--- config.mk ---
export PLATFORM = sky130hd
export DESIGN_NAME = sdram_seq
export DESIGN_NICKNAME = d
export VERILOG_FILES = /design/src/rtl/sdram_seq_pkg.sv /design/src/rtl/sdram_dly_cnt.sv /design/src/rtl/sdram_ref_timer.sv /design/src/rtl/sdram_cfg_reg.sv /design/src/rtl/sdram_seq.sv
export SDC_FILE = /design/constraint.sdc
export NUM_CORES = 1
export LEC_CHECK = 0
export BUFFER_PORTS_ARGS = -buffer_cell sky130_fd_sc_hd__buf_2
export CAP_MARGIN = 5
export CORE_UTILIZATION = 38
export CTS_CLUSTER_DIAMETER = 100
export DETAILED_ROUTE_END_ITERATION = 16
export GPL_ROUTABILITY_DRIVEN = 0
export MAX_ROUTING_LAYER = met4
export PLACE_DENSITY = 0.89
export SYNTH_ARGS = -nofsm -noshare
export SYNTH_HDL_FRONTEND = slang
export SYNTH_SLANG_ARGS = --single-unit
export TNS_END_PERCENT = 10
--- constraint.sdc ---
create_clock -name clk -period 2 [get_ports clk]
set_input_delay 0.4 -clock clk [delete_from_list [all_inputs] [get_ports clk]]
set_output_delay 0.4 -clock clk [all_outputs]
set_load 0.01 [all_outputs]
--- src/rtl/sdram_seq_pkg.sv ---
package sdram_seq_pkg;

  typedef enum logic [3:0] {
    ST_IDLE, ST_PALL, ST_PALL_W, ST_AREF, ST_AREF_W, ST_ACT, ST_ACT_W, ST_RW,
    ST_CAS_W, ST_ACK, ST_WR_W, ST_PRE, ST_PRE_W, ST_LMR, ST_LMR_ACK
  } seq_state_t;

  typedef struct packed {
    logic cs_n;
    logic ras_n;
    logic cas_n;
    logic we_n;
  } sd_cmd_t;

  localparam sd_cmd_t CMD_NOP  = 4'b0111;
  localparam sd_cmd_t CMD_ACT  = 4'b0011;
  localparam sd_cmd_t CMD_RD   = 4'b0101;
  localparam sd_cmd_t CMD_WR   = 4'b0100;
  localparam sd_cmd_t CMD_PRE  = 4'b0010;
  localparam sd_cmd_t CMD_AREF = 4'b0001;
  localparam sd_cmd_t CMD_LMR  = 4'b0000;

  // bit 6 down to bit 0 of the control register
  typedef struct packed {
    logic init_req;
    logic mode_req;
    logic rc_long;
    logic rp_long;
    logic wr_long;
    logic rcd_long;
    logic cas_long;
  } seq_cfg_t;

  // 25 ns or 50 ns budgets in cycles
  function automatic logic [2:0] short_long(input logic lng);
    return lng ? 3'd2 : 3'd1;
  endfunction

  // 75 ns or 100 ns budget in cycles
  function automatic logic [2:0] rc_cycles(input logic lng);
    return lng ? 3'd4 : 3'd3;
  endfunction

  // cycles from ACTIVE to the acknowledge
  function automatic logic [2:0] ack_latency(input logic rcd_l, input logic cas_l);
    return short_long(rcd_l) + 3'd1 + {2'b00, cas_l};
  endfunction

  function automatic logic [2:0] sat_inc(input logic [2:0] v);
    return (v == 3'd7) ? v : v + 3'd1;
  endfunction

endpackage

--- src/rtl/sdram_dly_cnt.sv ---
module sdram_dly_cnt #(
  parameter int W = 2
) (
  input  logic         clk,
  input  logic         rst_n,
  input  logic         load,
  input  logic [W-1:0] load_val,
  output logic         zero
);
  logic [W-1:0] cnt;

  always_ff @(posedge clk) begin
    if (!rst_n)          cnt <= '0;
    else if (load)       cnt <= load_val;
    else if (cnt != '0)  cnt <= cnt - 1'b1;
  end

  assign zero = (cnt == '0);

  AST_DLY_NO_WRAP: assert property (@(posedge clk) disable iff (!rst_n)
    (!load && zero) |=> zero);
endmodule

--- src/rtl/sdram_ref_timer.sv ---
module sdram_ref_timer #(
  parameter int INTERVAL = 312
) (
  input  logic clk,
  input  logic rst_n,
  input  logic served,
  output logic pending
);
  localparam int CW = (INTERVAL > 1) ? $clog2(INTERVAL) : 1;
  localparam logic [CW-1:0] LAST = CW'(INTERVAL - 1);

  logic [CW-1:0] cnt;
  logic          tick;

  assign tick = (cnt == LAST);

  always_ff @(posedge clk) begin
    if (!rst_n) begin
      cnt     <= '0;
      pending <= 1'b0;
    end else begin
      cnt <= tick ? '0 : cnt + 1'b1;
      if (tick)        pending <= 1'b1;
      else if (served) pending <= 1'b0;
    end
  end

  AST_REF_TICK_SETS: assert property (@(posedge clk) disable iff (!rst_n)
    tick |=> pending);
endmodule

--- src/rtl/sdram_cfg_reg.sv ---
module sdram_cfg_reg
  import sdram_seq_pkg::*;
(
  input  logic     clk,
  input  logic     rst_n,
  input  logic     wr_en,
  input  logic [6:0] wdata,
  input  logic     init_done,
  input  logic     mode_done,
  output seq_cfg_t cfg_q
);
  seq_cfg_t w;
  assign w = seq_cfg_t'(wdata);

  always_ff @(posedge clk) begin
    if (!rst_n) begin
      cfg_q <= '0;
    end else begin
      if (init_done) cfg_q.init_req <= 1'b0;
      if (mode_done) cfg_q.mode_req <= 1'b0;
      if (wr_en) begin
        cfg_q.rc_long  <= w.rc_long;
        cfg_q.rp_long  <= w.rp_long;
        cfg_q.wr_long  <= w.wr_long;
        cfg_q.rcd_long <= w.rcd_long;
        cfg_q.cas_long <= w.cas_long;
        if (w.init_req) cfg_q.init_req <= 1'b1;
        if (w.mode_req) cfg_q.mode_req <= 1'b1;
      end
    end
  end

  AST_SET_WINS: assert property (@(posedge clk) disable iff (!rst_n)
    (wr_en && w.mode_req) |=> cfg_q.mode_req);
endmodule

--- src/rtl/sdram_seq.sv ---
module sdram_seq
  import sdram_seq_pkg::*;
#(
  parameter int ROW_W        = 12,
  parameter int COL_W        = 8,
  parameter int DATA_W       = 32,
  parameter int REF_INTERVAL = 312,
  parameter int ADDR_W       = ROW_W + COL_W + 2
) (
  input  logic              clk,
  input  logic              rst_n,
  input  logic              cfg_wr,
  input  logic [6:0]        cfg_wdata,
  output logic [6:0]        cfg_rdata,
  input  logic              acc_req,
  input  logic              acc_we,
  input  logic [ADDR_W-1:0] acc_addr,
  input  logic [DATA_W-1:0] acc_wdata,
  output logic [DATA_W-1:0] acc_rdata,
  output logic              acc_ack,
  output logic              sd_cs_n,
  output logic              sd_ras_n,
  output logic              sd_cas_n,
  output logic              sd_we_n,
  output logic [ROW_W-1:0]  sd_a,
  output logic [DATA_W-1:0] sd_dq_o,
  output logic              sd_dq_oe,
  input  logic [DATA_W-1:0] sd_dq_i
);
  localparam int DLY_W   = 2;
  localparam int PRE_BIT = 10;

  seq_state_t st, st_nx;
  seq_cfg_t   cfg_q;
  sd_cmd_t    cmd;
  logic       wr_q;
  logic       dly_load, dly_zero;
  logic [DLY_W-1:0] dly_val;
  logic       init_done, mode_done, ref_served, ref_pend;
  logic [2:0] t_rp, t_wr, t_rc;

  // named events for the assertions
  logic cmd_act, cmd_rw, cmd_pre, cmd_aref, cmd_lmr, ack_rw;
  logic [2:0] since_act, since_rw, since_pre, since_ref;
  logic unused_addr;

  assign unused_addr = ^acc_addr[1:0];
  assign t_rp = short_long(cfg_q.rp_long);
  assign t_wr = short_long(cfg_q.wr_long);
  assign t_rc = rc_cycles(cfg_q.rc_long);

  sdram_cfg_reg u_cfg (
    .clk(clk), .rst_n(rst_n), .wr_en(cfg_wr), .wdata(cfg_wdata),
    .init_done(init_done), .mode_done(mode_done), .cfg_q(cfg_q)
  );

  sdram_ref_timer #(.INTERVAL(REF_INTERVAL)) u_ref (
    .clk(clk), .rst_n(rst_n), .served(ref_served), .pending(ref_pend)
  );

  sdram_dly_cnt #(.W(DLY_W)) u_dly (
    .clk(clk), .rst_n(rst_n), .load(dly_load), .load_val(dly_val), .zero(dly_zero)
  );

  always_comb begin
    st_nx      = st;
    dly_load   = 1'b0;
    dly_val    = '0;
    init_done  = 1'b0;
    mode_done  = 1'b0;
    ref_served = 1'b0;
    unique case (st)
      ST_IDLE: begin
        if (cfg_q.init_req)  st_nx = ST_PALL;
        else if (ref_pend)   st_nx = ST_AREF;
        else if (acc_req)    st_nx = cfg_q.mode_req ? ST_LMR : ST_ACT;
      end
      ST_PALL: begin
        st_nx = ST_PALL_W; dly_load = 1'b1; dly_val = DLY_W'(t_rp - 3'd1);
      end
      ST_PALL_W: if (dly_zero) begin st_nx = ST_IDLE; init_done = 1'b1; end
      ST_AREF: begin
        st_nx = ST_AREF_W; dly_load = 1'b1; dly_val = DLY_W'(t_rc - 3'd2);
        ref_served = 1'b1;
      end
      ST_AREF_W: if (dly_zero) st_nx = ST_IDLE;
      ST_ACT: begin
        if (cfg_q.rcd_long) begin st_nx = ST_ACT_W; dly_load = 1'b1; end
        else st_nx = ST_RW;
      end
      ST_ACT_W: if (dly_zero) st_nx = ST_RW;
      ST_RW: begin
        if (cfg_q.cas_long) begin st_nx = ST_CAS_W; dly_load = 1'b1; end
        else st_nx = ST_ACK;
      end
      ST_CAS_W: if (dly_zero) st_nx = ST_ACK;
      ST_ACK: begin
        if (wr_q) begin
          st_nx = ST_WR_W; dly_load = 1'b1; dly_val = DLY_W'(t_wr - 3'd1);
        end else st_nx = ST_PRE;
      end
      ST_WR_W: if (dly_zero) st_nx = ST_PRE;
      ST_PRE: begin
        st_nx = ST_PRE_W; dly_load = 1'b1; dly_val = DLY_W'(t_rp - 3'd1);
      end
      ST_PRE_W: if (dly_zero) st_nx = ST_IDLE;
      ST_LMR: begin st_nx = ST_LMR_ACK; mode_done = 1'b1; end
      ST_LMR_ACK: st_nx = ST_IDLE;
      default: st_nx = ST_IDLE;
    endcase
  end

  always_ff @(posedge clk) begin
    if (!rst_n) begin
      st   <= ST_IDLE;
      wr_q <= 1'b0;
    end else begin
      st <= st_nx;
      if (st == ST_IDLE && st_nx == ST_ACT) wr_q <= acc_we;
    end
  end

  // Moore command and address decode
  always_comb begin
    cmd  = CMD_NOP;
    sd_a = '0;
    unique case (st)
      ST_PALL, ST_PRE: begin cmd = CMD_PRE; sd_a[PRE_BIT] = 1'b1; end
      ST_AREF: cmd = CMD_AREF;
      ST_ACT: begin cmd = CMD_ACT; sd_a = acc_addr[ADDR_W-1 -: ROW_W]; end
      ST_RW: begin
        cmd  = wr_q ? CMD_WR : CMD_RD;
        sd_a = {{(ROW_W-COL_W){1'b0}}, acc_addr[COL_W+1:2]};
      end
      ST_LMR: begin cmd = CMD_LMR; sd_a = acc_addr[ROW_W+1:2]; end
      default: ;
    endcase
  end

  assign {sd_cs_n, sd_ras_n, sd_cas_n, sd_we_n} = cmd;
  assign sd_dq_o   = acc_wdata;
  assign sd_dq_oe  = (st == ST_RW) && wr_q;
  assign acc_ack   = (st == ST_ACK) || (st == ST_LMR_ACK);
  assign acc_rdata = sd_dq_i;
  assign cfg_rdata = cfg_q;

  assign cmd_act  = (cmd == CMD_ACT);
  assign cmd_rw   = (cmd == CMD_RD) || (cmd == CMD_WR);
  assign cmd_pre  = (cmd == CMD_PRE);
  assign cmd_aref = (cmd == CMD_AREF);
  assign cmd_lmr  = (cmd == CMD_LMR);
  assign ack_rw   = acc_ack && !cmd_lmr && (st == ST_ACK);

  always_ff @(posedge clk) begin
    if (!rst_n) begin
      since_act <= 3'd7; since_rw <= 3'd7; since_pre <= 3'd7; since_ref <= 3'd7;
    end else begin
      since_act <= cmd_act  ? 3'd1 : sat_inc(since_act);
      since_rw  <= cmd_rw   ? 3'd1 : sat_inc(since_rw);
      since_pre <= cmd_pre  ? 3'd1 : sat_inc(since_pre);
      since_ref <= cmd_aref ? 3'd1 : sat_inc(since_ref);
    end
  end

  AST_ACK_LATENCY: assert property (@(posedge clk) disable iff (!rst_n)
    ack_rw |-> since_act == ack_latency(cfg_q.rcd_long, cfg_q.cas_long));
  AST_ACK_PULSE: assert property (@(posedge clk) disable iff (!rst_n)
    acc_ack |=> !acc_ack);
  AST_RCD_GAP: assert property (@(posedge clk) disable iff (!rst_n)
    cmd_rw |-> since_act == short_long(cfg_q.rcd_long));
  AST_WR_RECOVERY: assert property (@(posedge clk) disable iff (!rst_n)
    (cmd_pre && st == ST_PRE && wr_q) |-> since_rw >= t_wr + 3'd1);
  AST_RP_GAP: assert property (@(posedge clk) disable iff (!rst_n)
    cmd_act |-> since_pre >= t_rp + 3'd1);
  AST_RC_GAP: assert property (@(posedge clk) disable iff (!rst_n)
    (cmd != CMD_NOP && !cmd_aref) |-> since_ref >= t_rc + 3'd1);
  AST_LMR_ARMED: assert property (@(posedge clk) disable iff (!rst_n)
    cmd_lmr |-> cfg_q.mode_req);
  AST_DQ_ONLY_WRITE: assert property (@(posedge clk) disable iff (!rst_n)
    sd_dq_oe |-> cmd == CMD_WR);
endmodule

==> flow_metrics.py <==
metrics = {
    "global_route": {
        "grt_start_max_net_pins": 29,
        "grt_use_total": 0.161,
        "grt_pass1_vias": 1677,
        "overflow": 0,
        "antenna_found_initial": 0,
        "grt_pass1_wl_um": 7660,
    },
    "floorplanning": {
        "initial_core_util": 0.404,
        "row_count": 26,
        "core_um2": 5240,
        "die_h_um": 76.6,
        "dieArea_um2": 5870,
        "die_w_um": 76.6,
        "num_io_pins": 187,
    },
    "synthesis": {
        "synth_cells": 268,
        "syn_area_um2": 2110,
        "seq_area_frac_synth": 0.227,
        "ys_ff_latch": 24,
        "synth_top_area_frac": 0.234,
        "synth_cell_types": 50,
        "async_flop_share": 0,
        "ys.flop_type": "dfxtp_1",
        "syn-num-nets": 368,
        "yosys_warnings": 0,
        "synth-edff-count": 0,
        "synth_top_area_cell": "buf_4",
        "avgSynthCellArea_um2": 7.89,
        "synth_top_cells_by_area": "buf_4 23%, dfxtp_1 23%, mux2i_1 8.5%, nor2_1 3.7%, a2bb2oi_1 3.3%",
    },
    "critical_path": {
        "start_kind": "flip-flop",
        "worstPathMaxFanout": 18,
        "crit_path_end_kind": "output port",
        "max_stage_delay_ns": 0.38,
        "worstPathArrival_ns": 1.59,
        "required_ns": 1.60,
        "cp_slowest_cell": "dfxtp_1",
        "critical_path_class": "flip-flop to output port",
        "path_cells": "buf_4 > and3_1 > nor3_1 > a311o_1 > buf_2",
    },
    "clock_network": {
        "cts.path.max_buffers": 2,
        "cts_root_buffer": "clkbuf_8",
        "cts_buffers": 3,
        "cts_max_level": 1,
        "cts_num_sinks": 24,
        "insertion_delay_ns": 0.27,
        "clk_pin_slew_ns": 0.09,
        "cts_tree": "yes",
    },
    "cells_and_area": {
        "layout.cells.non_filler": 322,
        "syn_to_final_growth_pct": -3.79,
        "multi_input_area_um2": 1040,
        "final_common_cell": "buf_2",
        "drive_gt1_frac": 0.298,
        "regArea_um2": 482,
        "n_antenna_cell": 0,
        "nets": 353,
        "final_cell_mix": "55 x buf_2, 23 x dfxtp_1, 20 x nor2_1",
        "n_fill_cell": 516,
        "fin_area_um2": 2030,
    },
    "min_path": {
        "min_path_type": "primary input to flip-flop",
    },
    "sta": {
        "maxSlewHeadroom": 0.625,
        "layout_min_cycle_time_ns": 1.99,
        "finalCritPeriodShare": 0.993,
        "tightest_slew_ns": 0.560,
        "hold_violations": 0,
        "final-max-slew-violation-count": 0,
        "fmax_ghz": 0.503,
        "rsz0062_at_grt": "true",
        "final-setup-viol-count": 0,
        "finClkSkew_ns": 0.00728,
    },
    "routing": {
        "vias": 1745,
        "drc": 0,
        "post_drt_via_cell_ratio": 5.42,
        "firstDrtPassIters": 5,
        "wl_um": 4590,
        "drtAntennaViolNets": 0,
        "wl_per_cell_um": 14.3,
        "first_iter_violations": 91,
    },
    "placement": {
        "dp_hpwl_um": 3300,
        "port_buffers": 55,
        "place_inst": 318,
        "dpl_cell_area_um2": 1950,
    },
    "power": {
        "vdd_drop_max_v": 0.000642,
        "power.density_nw_per_um2": 1000,
        "p_leak_nw": 0.893,
    },
    "run_status": {
        "status": "complete, no violations",
    },
    "run": {
        "maxCapViolCount": 0,
    },
}
where the power goes:
group          internal (mW)  leakage [nW]  switching, mW
Clock                  0.268        0.0357          0.167
Combinational          0.440         0.660          0.538
Sequential             0.544         0.197         0.0851
Total                   1.25         0.893          0.791
metrics by stage:
| step | TNS [ns] | hold slack (ns) | setup WS, ns | total power [mW] | util |
|---|---|---|---|---|---|
| 6_report | 0 | 0.355 | 0.0132 | 2.04 | 0.388 |
| 5_1_grt | -0.466 | 0.375 | -0.0877 | 2.18 | 0.388 |
| 4_1_cts | 0 | 0.356 | 0.0144 | 2.02 | 0.388 |
| 3_5_place_dp | 0 | 0.443 | 0.0945 | 1.58 | 0.373 |
| 3_3_place_gp | 0 | 0.431 | 0.171 | 1.55 | 0.373 |
| 2_1_floorplan | 0 | 0.418 | 0.455 | 1.49 | - |
per-layer routing:
metal	up-vias	routed length, um	global-route usage
met1	816	1910	0.183
met3	28	301	0.0204
met4	0	175	0.115
met2	69	2210	0.260
li1	832	-	-
met5	-	0	-
flip-flops by register name, summed over array words and instances, names as in the netlist:
register	cells
wr_q	1
u_ref.pending	1
st	4
u_cfg.cfg_q	7
u_dly.cnt	2
u_ref.cnt	9
critical path: cells and delay by family, from the launching register on:
| kind | cells | cell delay [ns] |
|---|---|---|
| buffers and inverters | 2 | 0.38 |
| DFF | 1 | 0.38 |
| and+or+nand+nor | 2 | 0.23 |
| AOI/OAI and AO/OA | 1 | 0.31 |
final cells by class:
cell class	count	share of cell area
clock inverter	1	0.0148
clock buffer	3	0.0203
tap	70	0.0431
sequential	24	0.237
timing repair buffer	62	0.161
multi-input combinational	155	0.511
inverter	7	0.0129
what timing repair did:
item / 4_1_cts / 5_1_grt
hold buffers: 0 / 0
endpoints found under the setup margin: 10 / 14
buffers inserted: 0 / 0
resized for setup: 2 / 2
cell usage after synthesis (all sizes together) (2+ instances only):
library cell / instances
buf: 76
dfxtp: 24
nor2: 21
mux2i: 18
nand2: 14
a21oi: 10
o21ai: 9
a2bb2oi: 8
nand3: 8
inv: 7
nor3: 7
clkbuf: 6
nand2b: 5
or3: 5
a221oi: 4
and3: 4
nand3b: 3
nor2b: 3
nor3b: 3
and2: 2
ha: 2
nand4: 2
nor4b: 2
o21bai: 2
xnor2: 2
xor2: 2
cell families (layout without fill, tap and decap cells):
logic type,count (synthesis),in the layout,synth area share
mux,18,18,0.0852
other cells,1,1,0.00177
compound gates,48,48,0.165
simple gates,82,82,0.208
buf+inv,89,73,0.285
xor+xnor,4,4,0.0166
flops,24,24,0.227
fa+ha+maj,2,2,0.0118
final timing paths:
kind	endpoint	depth (start not counted)	start	slack, ns
max	sd_we_n	5	st[1]	0.01
min	u_cfg.cfg_q[1]	3	cfg_wdata[1]	0.35
max reg2reg	u_ref.cnt[1]	4	u_ref.cnt[0]	0.40
min reg2reg	u_ref.cnt[0]	1	u_ref.cnt[0]	0.46
Power figures use the tool's default switching activity.
